**src/rtl/sseq_pkg.sv**
```systemverilog
package sseq_pkg;
  typedef enum logic [1:0] {
    ST_IDLE = 2'd0,
    ST_RUN  = 2'd1,
    ST_USER = 2'd2
  } sseq_state_e;
endpackage

```
**src/rtl/sseq_sync.sv**
```systemverilog
module sseq_sync #(
  parameter int STAGES = 2
) (
  input  logic clk,
  input  logic rst_n,
  input  logic d,
  output logic q
);
  logic [STAGES-1:0] ff_q;

  generate
    if (STAGES == 1) begin : g_one
      always_ff @(posedge clk or negedge rst_n) begin
        if (!rst_n) ff_q <= '0;
        else        ff_q <= d;
      end
    end else begin : g_chain
      always_ff @(posedge clk or negedge rst_n) begin
        if (!rst_n) ff_q <= '0;
        else        ff_q <= {ff_q[STAGES-2:0], d};
      end
    end
  endgenerate

  assign q = ff_q[STAGES-1];
endmodule

```
**src/rtl/sseq_ctrl.sv**
```systemverilog
module sseq_ctrl
  import sseq_pkg::*;
#(
  parameter int NUM_CYCLES = 6,
  parameter int IDX_W      = 3
) (
  input  logic             clk,
  input  logic             rst_n,
  input  logic             go,
  input  logic             hold_en,
  input  logic [IDX_W-1:0] hold_at,
  input  logic             lock_s,
  output logic [IDX_W-1:0] step_idx,
  output logic             in_user
);
  localparam logic [IDX_W-1:0] LAST_IDX  = IDX_W'(NUM_CYCLES - 1);
  localparam logic [IDX_W-1:0] USER_CODE = IDX_W'(NUM_CYCLES);
  localparam logic [IDX_W-1:0] IDLE_CODE = '1;

  sseq_state_e      state_q, state_d;
  logic [IDX_W-1:0] idx_q, idx_d;
  logic             arm_q, arm_d;
  logic [IDX_W-1:0] sel_q, sel_d;
  logic             cap_en;
  logic             stall;

  assign stall = arm_q && (idx_q == sel_q) && !lock_s;

  always_comb begin
    state_d = state_q;
    idx_d   = idx_q;
    cap_en  = 1'b0;
    arm_d   = hold_en && (32'(hold_at) < NUM_CYCLES);
    sel_d   = hold_at;
    unique case (state_q)
      ST_IDLE: begin
        if (go) begin
          state_d = ST_RUN;
          idx_d   = '0;
          cap_en  = 1'b1;
        end
      end
      ST_RUN: begin
        if (!stall) begin
          if (idx_q == LAST_IDX) state_d = ST_USER;
          else                   idx_d   = idx_q + 1'b1;
        end
      end
      default: state_d = ST_USER;
    endcase
  end

  always_ff @(posedge clk or negedge rst_n) begin
    if (!rst_n) begin
      state_q <= ST_IDLE;
      idx_q   <= '0;
      arm_q   <= 1'b0;
      sel_q   <= '0;
    end else begin
      state_q <= state_d;
      idx_q   <= idx_d;
      if (cap_en) begin
        arm_q <= arm_d;
        sel_q <= sel_d;
      end
    end
  end

  always_comb begin
    unique case (state_q)
      ST_IDLE: step_idx = IDLE_CODE;
      ST_RUN:  step_idx = idx_q;
      default: step_idx = USER_CODE;
    endcase
  end
  assign in_user = (state_q == ST_USER);

  a_r2_start_zero: assert property (@(posedge clk) disable iff (!rst_n)
    (state_q == ST_IDLE && go) |=> (step_idx == '0 && !in_user));

  a_r3_step: assert property (@(posedge clk) disable iff (!rst_n)
    (state_q == ST_RUN && idx_q != LAST_IDX && !(arm_q && idx_q == sel_q))
      |=> (step_idx == $past(step_idx) + 1'b1));

  a_r3_enter_user: assert property (@(posedge clk) disable iff (!rst_n)
    $rose(in_user) |-> ($past(step_idx) == LAST_IDX));

  a_r4_hold: assert property (@(posedge clk) disable iff (!rst_n)
    (state_q == ST_RUN && arm_q && idx_q == sel_q && !lock_s)
      |=> ($stable(step_idx) && !in_user));

  a_r7_sticky: assert property (@(posedge clk) disable iff (!rst_n)
    in_user |=> (in_user && step_idx == USER_CODE));

  a_r8_no_restart: assert property (@(posedge clk) disable iff (!rst_n)
    (state_q != ST_IDLE) |=> (state_q != ST_IDLE));
endmodule

```
**src/rtl/startup_lock_seq.sv**
```systemverilog
module startup_lock_seq #(
  parameter int NUM_CYCLES  = 6,
  parameter int IDX_W       = 3,
  parameter int SYNC_STAGES = 2
) (
  input  logic             clk,
  input  logic             rst_n,
  input  logic             go,
  input  logic             hold_en,
  input  logic [IDX_W-1:0] hold_at,
  input  logic             lock_raw,
  output logic [IDX_W-1:0] step_idx,
  output logic             in_user
);
  logic rst_sync_n;
  logic lock_s;

  sseq_sync #(.STAGES(2)) u_rst_sync (
    .clk   (clk),
    .rst_n (rst_n),
    .d     (1'b1),
    .q     (rst_sync_n)
  );

  sseq_sync #(.STAGES(SYNC_STAGES)) u_lock_sync (
    .clk   (clk),
    .rst_n (rst_sync_n),
    .d     (lock_raw),
    .q     (lock_s)
  );

  sseq_ctrl #(.NUM_CYCLES(NUM_CYCLES), .IDX_W(IDX_W)) u_ctrl (
    .clk      (clk),
    .rst_n    (rst_sync_n),
    .go       (go),
    .hold_en  (hold_en),
    .hold_at  (hold_at),
    .lock_s   (lock_s),
    .step_idx (step_idx),
    .in_user  (in_user)
  );
endmodule

```
**config.mk**
```make
export PLATFORM = sky130hd
export DESIGN_NAME = startup_lock_seq
export DESIGN_NICKNAME = d
export VERILOG_FILES = /design/src/rtl/sseq_pkg.sv /design/src/rtl/sseq_sync.sv /design/src/rtl/sseq_ctrl.sv /design/src/rtl/startup_lock_seq.sv
export SDC_FILE = /design/constraint.sdc
export NUM_CORES = 1
export LEC_CHECK = 0
export ABC_AREA = 1
export CAP_MARGIN = 40
export CORE_AREA = 4 4 47 49
export CTS_CLUSTER_SIZE = 8
export DETAILED_ROUTE_END_ITERATION = 12
export DIE_AREA = 0 0 51 53
export SYNTH_ARGS = -nofsm -noshare
export SYNTH_HDL_FRONTEND = slang
export SYNTH_SLANG_ARGS = --single-unit
export TNS_END_PERCENT = 10
```
**constraint.sdc**
```tcl
create_clock -name clk -period 1 [get_ports clk]
set_clock_uncertainty 0.05 [all_clocks]
set_input_delay 0.25 -clock clk [delete_from_list [all_inputs] [get_ports clk]]
set_output_delay 0.25 -clock clk [all_outputs]
set_load 0.01 [all_outputs]
```
==> results of run 1 <==
[what timing repair did]
action / CTS / global route
buffers inserted: 3 / 1
endpoints found under the setup margin: 13 / 13
pin swaps: 5 / 3
resized for setup: 22 / 7
[cell families (layout without fill, tap and decap cells)]
logic type,Yosys count,in the layout,share of synthesized area [%]
compound gates,4,4,3.19
other cells,1,1,0.598
fa+ha+maj,2,2,3.99
buf+inv,11,40,6.59
flops,13,13,51.9
simple gates,47,47,33.7
[routing by layer]
layer	global-route usage, %	up-vias
met5	0	-
met1	14.5	259
li1	-	302
met2	20.8	7
met4	8.07	0
met3	1.97	2
[layout by cell type (no fill, tap or decap)]
master / n
inv_1: 7
nand3_2: 2
clkdlybuf4s50_1: 7
nand2_1: 26
buf_4: 12
ha_2: 1
nand2_2: 2
dfrtp_1: 12
nor2_4: 2
nor2_1: 5
conb_1: 1
clkbuf_4: 3
buf_2: 3
o21ai_0: 2
o21ai_1: 2
nand4_1: 3
buf_6: 3
dfrtp_2: 1
nor2_2: 3
inv_2: 4
ha_1: 1
nand3_1: 1
nor3_2: 2
clkbuf_1: 1
nand3_4: 1
[area by class of cell]
cell class                      count  area [um2]
Clock buffer                        4        26.3
Fill cell                         173         922
Inverter                           11        41.3
Multi-Input combinational cell     54         303
Sequential cell                    13         327
Tap cell                           27        33.8
Timing Repair Buffer               25         209
[metrics by stage]
stage	util (%)	setup TNS, ps
after global placement	46.2	-4450
after floorplan	-	-884
after CTS	48.8	-3780
after global routing	50.5	-4810
after detailed placement	46.2	-4530
final	50.5	-3800
[path summary, 6_finish.rpt]
kind                                               start                             to  slack [ps]  cells past startpoint
min in group clk            u_rst_sync.ff_q[0]$_DFF_PN0_   u_rst_sync.ff_q[1]$_DFF_PN0_         310                      0
min                                                rst_n   u_rst_sync.ff_q[0]$_DFF_PN0_          80                      1
max                        u_ctrl.state_q[1]$_DFFE_PN0P_                    step_idx[2]        -360                      3
min reg2reg                 u_rst_sync.ff_q[1]$_DFF_PN0_    u_ctrl.idx_q[1]$_DFFE_PN0P_         140                      0
max reg2reg                  u_ctrl.idx_q[0]$_DFFE_PN0P_    u_ctrl.idx_q[0]$_DFFE_PN0P_        -290                      8
max in group asynchronous   u_rst_sync.ff_q[1]$_DFF_PN0_  u_ctrl.state_q[1]$_DFFE_PN0P_         420                      0
[flip-flops by register name, summed over array words and instances (netlist names)]
| signal | count |
|---|---|
| u_ctrl.sel_q | 3 |
| u_ctrl.state_q | 2 |
| u_ctrl.idx_q | 3 |
| u_lock_sync.ff_q | 2 |
| u_ctrl.arm_q | 1 |
| u_rst_sync.ff_q | 2 |
[report_power, final]
group	switching, mW	internal, mW	leakage (nW)	total (mW)
clock	0.162	0.154	0.0150	0.316
sequential	0.116	0.705	0.157	0.821
combinational	0.851	0.814	0.309	1.66
total	1.13	1.67	0.481	2.80
[critical path, cell delays in order, from the launching register on]
cell     delay [ps]
dfrtp_2         440
nor2_4          150
nand2_1          60
buf_2           140
==> results_dict.tcl, run 1 <==
set metrics [dict create \
    place_area_um2 860 \
    fmax_mhz 734 \
    routed.top_layer "met4" \
    num_io_pins 12 \
    grt_pass1_wl_um 2480 \
    h-tree-depth 1 \
    whs_ps 79.9 \
    grt_pass1_vias 579 \
    maxCapViolCount 0 \
    drtPass1Iterations 2 \
    dp_slack_ps -507 \
    area_growth_pct 49.9 \
    start_kind "flop" \
    synth_common_cells "27 x nand2_1, 13 x dfrtp_1, 9 x inv_1, 9 x nor2_1, 4 x o21ai_0" \
    clkLatencyLatePin_ps 270 \
    dieArea_um2 2700 \
    die-width_um 51 \
    ys_seq_area_share_pct 51.9 \
    wl_um 1340 \
    grt-ovfl-total 0 \
    leakage_nw 0.481 \
    syn_inst 78 \
    synth_top_area_share_pct 51.9 \
    cts-root-buf "clkbuf_4" \
    final_max_slew_viol_count 0 \
    drc_errors 0 \
    drtIter0Drc 4 \
    nets 118 \
    worst_slack_ps -363 \
    ys_types 15 \
    row_count 16 \
    cts.path.max_buffers 2 \
    fin_crit_ps 1360 \
    crit_required_ps 700 \
    peakVddDrop_v 0.00146 \
    path_clk_slew_ps 80 \
    n_antenna_cell 0 \
    drt-wirelength-per-cell_um 9.98 \
    outcome "complete, but fails checks" \
    initial_core_util_pct 33.7 \
    synth_most_common_cell "nand2_1" \
    setup_violations 13 \
    yosys.area.top_type "dfrtp_1" \
    antenna_found_initial 0 \
    violations "setup timing" \
    synth_area_leaders "dfrtp_1 52%, nand2_1 16%, inv_1 5.4%" \
    grt_max_degree 12 \
    async_reset_ff_share_pct 100 \
    post_route_cells_drive_above_1_share_pct 36.4 \
    fin_crit_sh_pct 136 \
    setup.worst_path.end_class "output pin" \
    cts_sinks 13 \
    fin_cells 134 \
    post-dp-hpwl_um 1010 \
    wl_met1_um 604 \
    avgSynthCellArea_um2 8.04 \
    path_max_fanout 4 \
    routabilityCongestion 0.775 \
    yosys_warnings 0 \
    worstPathArrival_ps 1060 \
    vias 570 \
    cts_tree "yes" \
    met2_length_um 672 \
    criticalPathCategory "reg -> out" \
    routed_via_density 4.25 \
    syn-num-nets 88 \
    cts_buffers 3 \
    rsz0062_at_grt "yes" \
    hold_viol 0 \
    hold_buffers 0 \
    ant_nets 0 \
    synth_area_um2 627 \
    core_um2 1860 \
    die_y_um 53 \
    total_power_mw 2.80 \
    numPortBuffers 11 \
    ys_ff_latch 13 \
    final_area_um2 940 \
    hold_class "in -> async" \
    power_density_nw_per_um2 2980 \
    grt_usage_pct 12.4 \
    synth_edf_count 0 \
    wl_met3_um 47 \
    dpl.cell_count 126 \
    synth_ff_type "dfrtp_1" \
]
Note: power is estimated with default switching activity, not from simulation.
==> run 2: changes to the inputs <==
CAP_MARGIN = default   (was 40)
SETUP_SLACK_MARGIN = 0.4   (was default)
==> run 2 against run 1 <==
Compared with the run above: critical path depth unchanged; largest power group unchanged; the run still ends with setup timing left; sequential cell count unchanged; non-clock buffer count unchanged; design area increased by 0.13%; largest cell class unchanged; fmax about the same; die area unchanged; hold slack about the same; critical path type unchanged; count of clock-buffer cells in the layout unchanged; final cell count unchanged; combinational power about the same.
==> results_dict.tcl, run 2 (synthesis gave the netlist of run 1 again) <==
set metrics [dict create \
    outcome "complete, but fails checks" \
    violations "setup timing" \
    cp_slowest_stage_delay_ps 440 \
    initial_core_util_pct 33.7 \
    fillers 173 \
    maxCapViolCount 0 \
    worstReg2RegEnd "u_ctrl.idx_q[0]$_DFFE_PN0P_" \
    power_switching_mw 1.13 \
    die_y_um 53 \
    fin_cells 134 \
    criticalPathCategory "reg -> out" \
    crit_required_ps 700 \
    final_area_um2 941 \
    dpl.cell_count 126 \
    numPortBuffers 11 \
    hold_viol 0 \
    worstPathArrival_ps 1060 \
    path_max_fanout 4 \
    fin_crit_ps 1360 \
    wl_met1_um 604 \
    place_area_um2 860 \
    grt_pass1_vias 579 \
    power_density_nw_per_um2 2980 \
    routed_via_density 4.25 \
    pwr-share-clk_pct 11.3 \
    timing.rr.start "u_ctrl.idx_q[0]$_DFFE_PN0P_" \
    grt_max_degree 12 \
    critical_path.top_delay_family "flip-flops" \
    rsz0062_at_grt "yes" \
    leakage_nw 0.480 \
    row_count 16 \
    wl_met3_um 47 \
    cp_num_cells 3 \
    area_growth_pct 50.1 \
    crit_buf_inv 1 \
    grt_usage_pct 12.4 \
    core_um2 1860 \
    fin_crit_sh_pct 136 \
    met2_length_um 672 \
    r2r_slack_ps -290 \
    swShare_pct 40.3 \
    grt-ovfl-total 0 \
    p_seq_share_pct 29.3 \
    cts_sinks 13 \
    final_max_slew_viol_count 0 \
    post_route_cells_drive_above_1_share_pct 37.4 \
    cts-root-buf "clkbuf_4" \
    worstSetupEndpoint "step_idx[2]" \
    fin_tns_setup_ps -3800 \
    post-dp-hpwl_um 1010 \
    start_kind "flop" \
    h-tree-depth 1 \
    nets 118 \
    dp_slack_ps -507 \
    dieArea_um2 2700 \
    crit_slowest_cell "dfrtp_2" \
    cts.path.max_buffers 2 \
    drc_errors 0 \
    ant_nets 0 \
    setup_violations 13 \
    fmax_mhz 734 \
    final_common_cell "nand2_1" \
    worst_slack_ps -363 \
    grt_pass1_wl_um 2480 \
    cp_cell_sequence "nor2_4, nand2_1, buf_2" \
    peakVddDrop_v 0.00146 \
    p_int_mw 1.67 \
    die-width_um 51 \
    hold_class "in -> async" \
    top_regs "u_ctrl.idx_q x3, u_ctrl.sel_q x3" \
    combPwrFrac_pct 59.4 \
    routabilityCongestion 0.775 \
    total_power_mw 2.80 \
    clkLatencyLatePin_ps 270 \
    vias 570 \
    drtIter0Drc 4 \
    drt-wirelength-per-cell_um 9.98 \
    whs_ps 79.8 \
    worstRegToRegCells 8 \
    cts_buffers 3 \
    drtPass1Iterations 2 \
    crit_start "u_ctrl.state_q[1]$_DFFE_PN0P_" \
    n_antenna_cell 0 \
    num_io_pins 12 \
    wl_um 1340 \
    path_clk_slew_ps 80 \
    cts_tree "yes" \
    layout_common_cells "26 x nand2_1, 12 x buf_4, 11 x dfrtp_1" \
    fin_util_pct 50.5 \
    antenna_found_initial 0 \
    routed.top_layer "met4" \
    setup.worst_path.end_class "output pin" \
]
[run 2: cell count changes in the layout (fill, tap and decap cells not counted)]
| cell | previous run | this run |
|---|---|---|
| dfrtp_1 | 12 | 11 |
| dfrtp_2 | 1 | 2 |
[run 2: power groups by stage]
stage / registers (mW) / logic [mW] / clock network [mW]
final: 0.822 / 1.66 / 0.316
after global routing: 0.848 / 1.87 / 0.345
after CTS: 0.818 / 1.52 / 0.333
after detailed placement: 0.831 / 1.44 / 0
after global placement: 0.825 / 1.41 / 0
after floorplan: 0.863 / 0.755 / 0
[run 2: worst min-delay path by stage]
stage / from / to / slack, ps / cells after the start
floorplan: rst_n / u_rst_sync.ff_q[0]$_DFF_PN0_ / -100 / 0
global placement: u_rst_sync.ff_q[1]$_DFF_PN0_ / u_ctrl.idx_q[2]$_DFFE_PN0P_ / 150 / 0
detailed placement: u_rst_sync.ff_q[1]$_DFF_PN0_ / u_ctrl.idx_q[0]$_DFFE_PN0P_ / 150 / 0
CTS: rst_n / u_rst_sync.ff_q[0]$_DFF_PN0_ / 70 / 1
global route: rst_n / u_rst_sync.ff_q[0]$_DFF_PN0_ / 70 / 1
finish: rst_n / u_rst_sync.ff_q[0]$_DFF_PN0_ / 80 / 1
[run 2: routing by layer]
layer,vias to the layer above,global-route usage [%]
met4,0,8.07
met3,2,1.97
met5,-,0
li1,302,-
met2,7,20.8
met1,259,14.5
[run 2: layout make-up]
cell class | instances | area (um2) | area share [%]
Sequential cell | 13 | 328 | 34.8
Multi-Input combinational cell | 54 | 303 | 32.2
Timing Repair Buffer | 25 | 209 | 22.2
Inverter | 11 | 41.3 | 4.39
Tap cell | 27 | 33.8 | 3.59
Clock buffer | 4 | 26.3 | 2.79
[run 2: repair_timing]
action / CTS / global route
hold buffers: 0 / 0
resized for setup: 23 / 7
setup endpoints to repair: 14 / 13
buffers inserted: 3 / 1
pin swaps: 5 / 3
[run 2: worst reg2reg max path, stage by stage (launching register included)]
cell	delay [ps]
dfrtp_1	410
buf_6	140
ha_2	160
nand3_2	60
nand2_1	60
inv_2	110
nand3_4	90
nand2_1	60
nand2_1	50
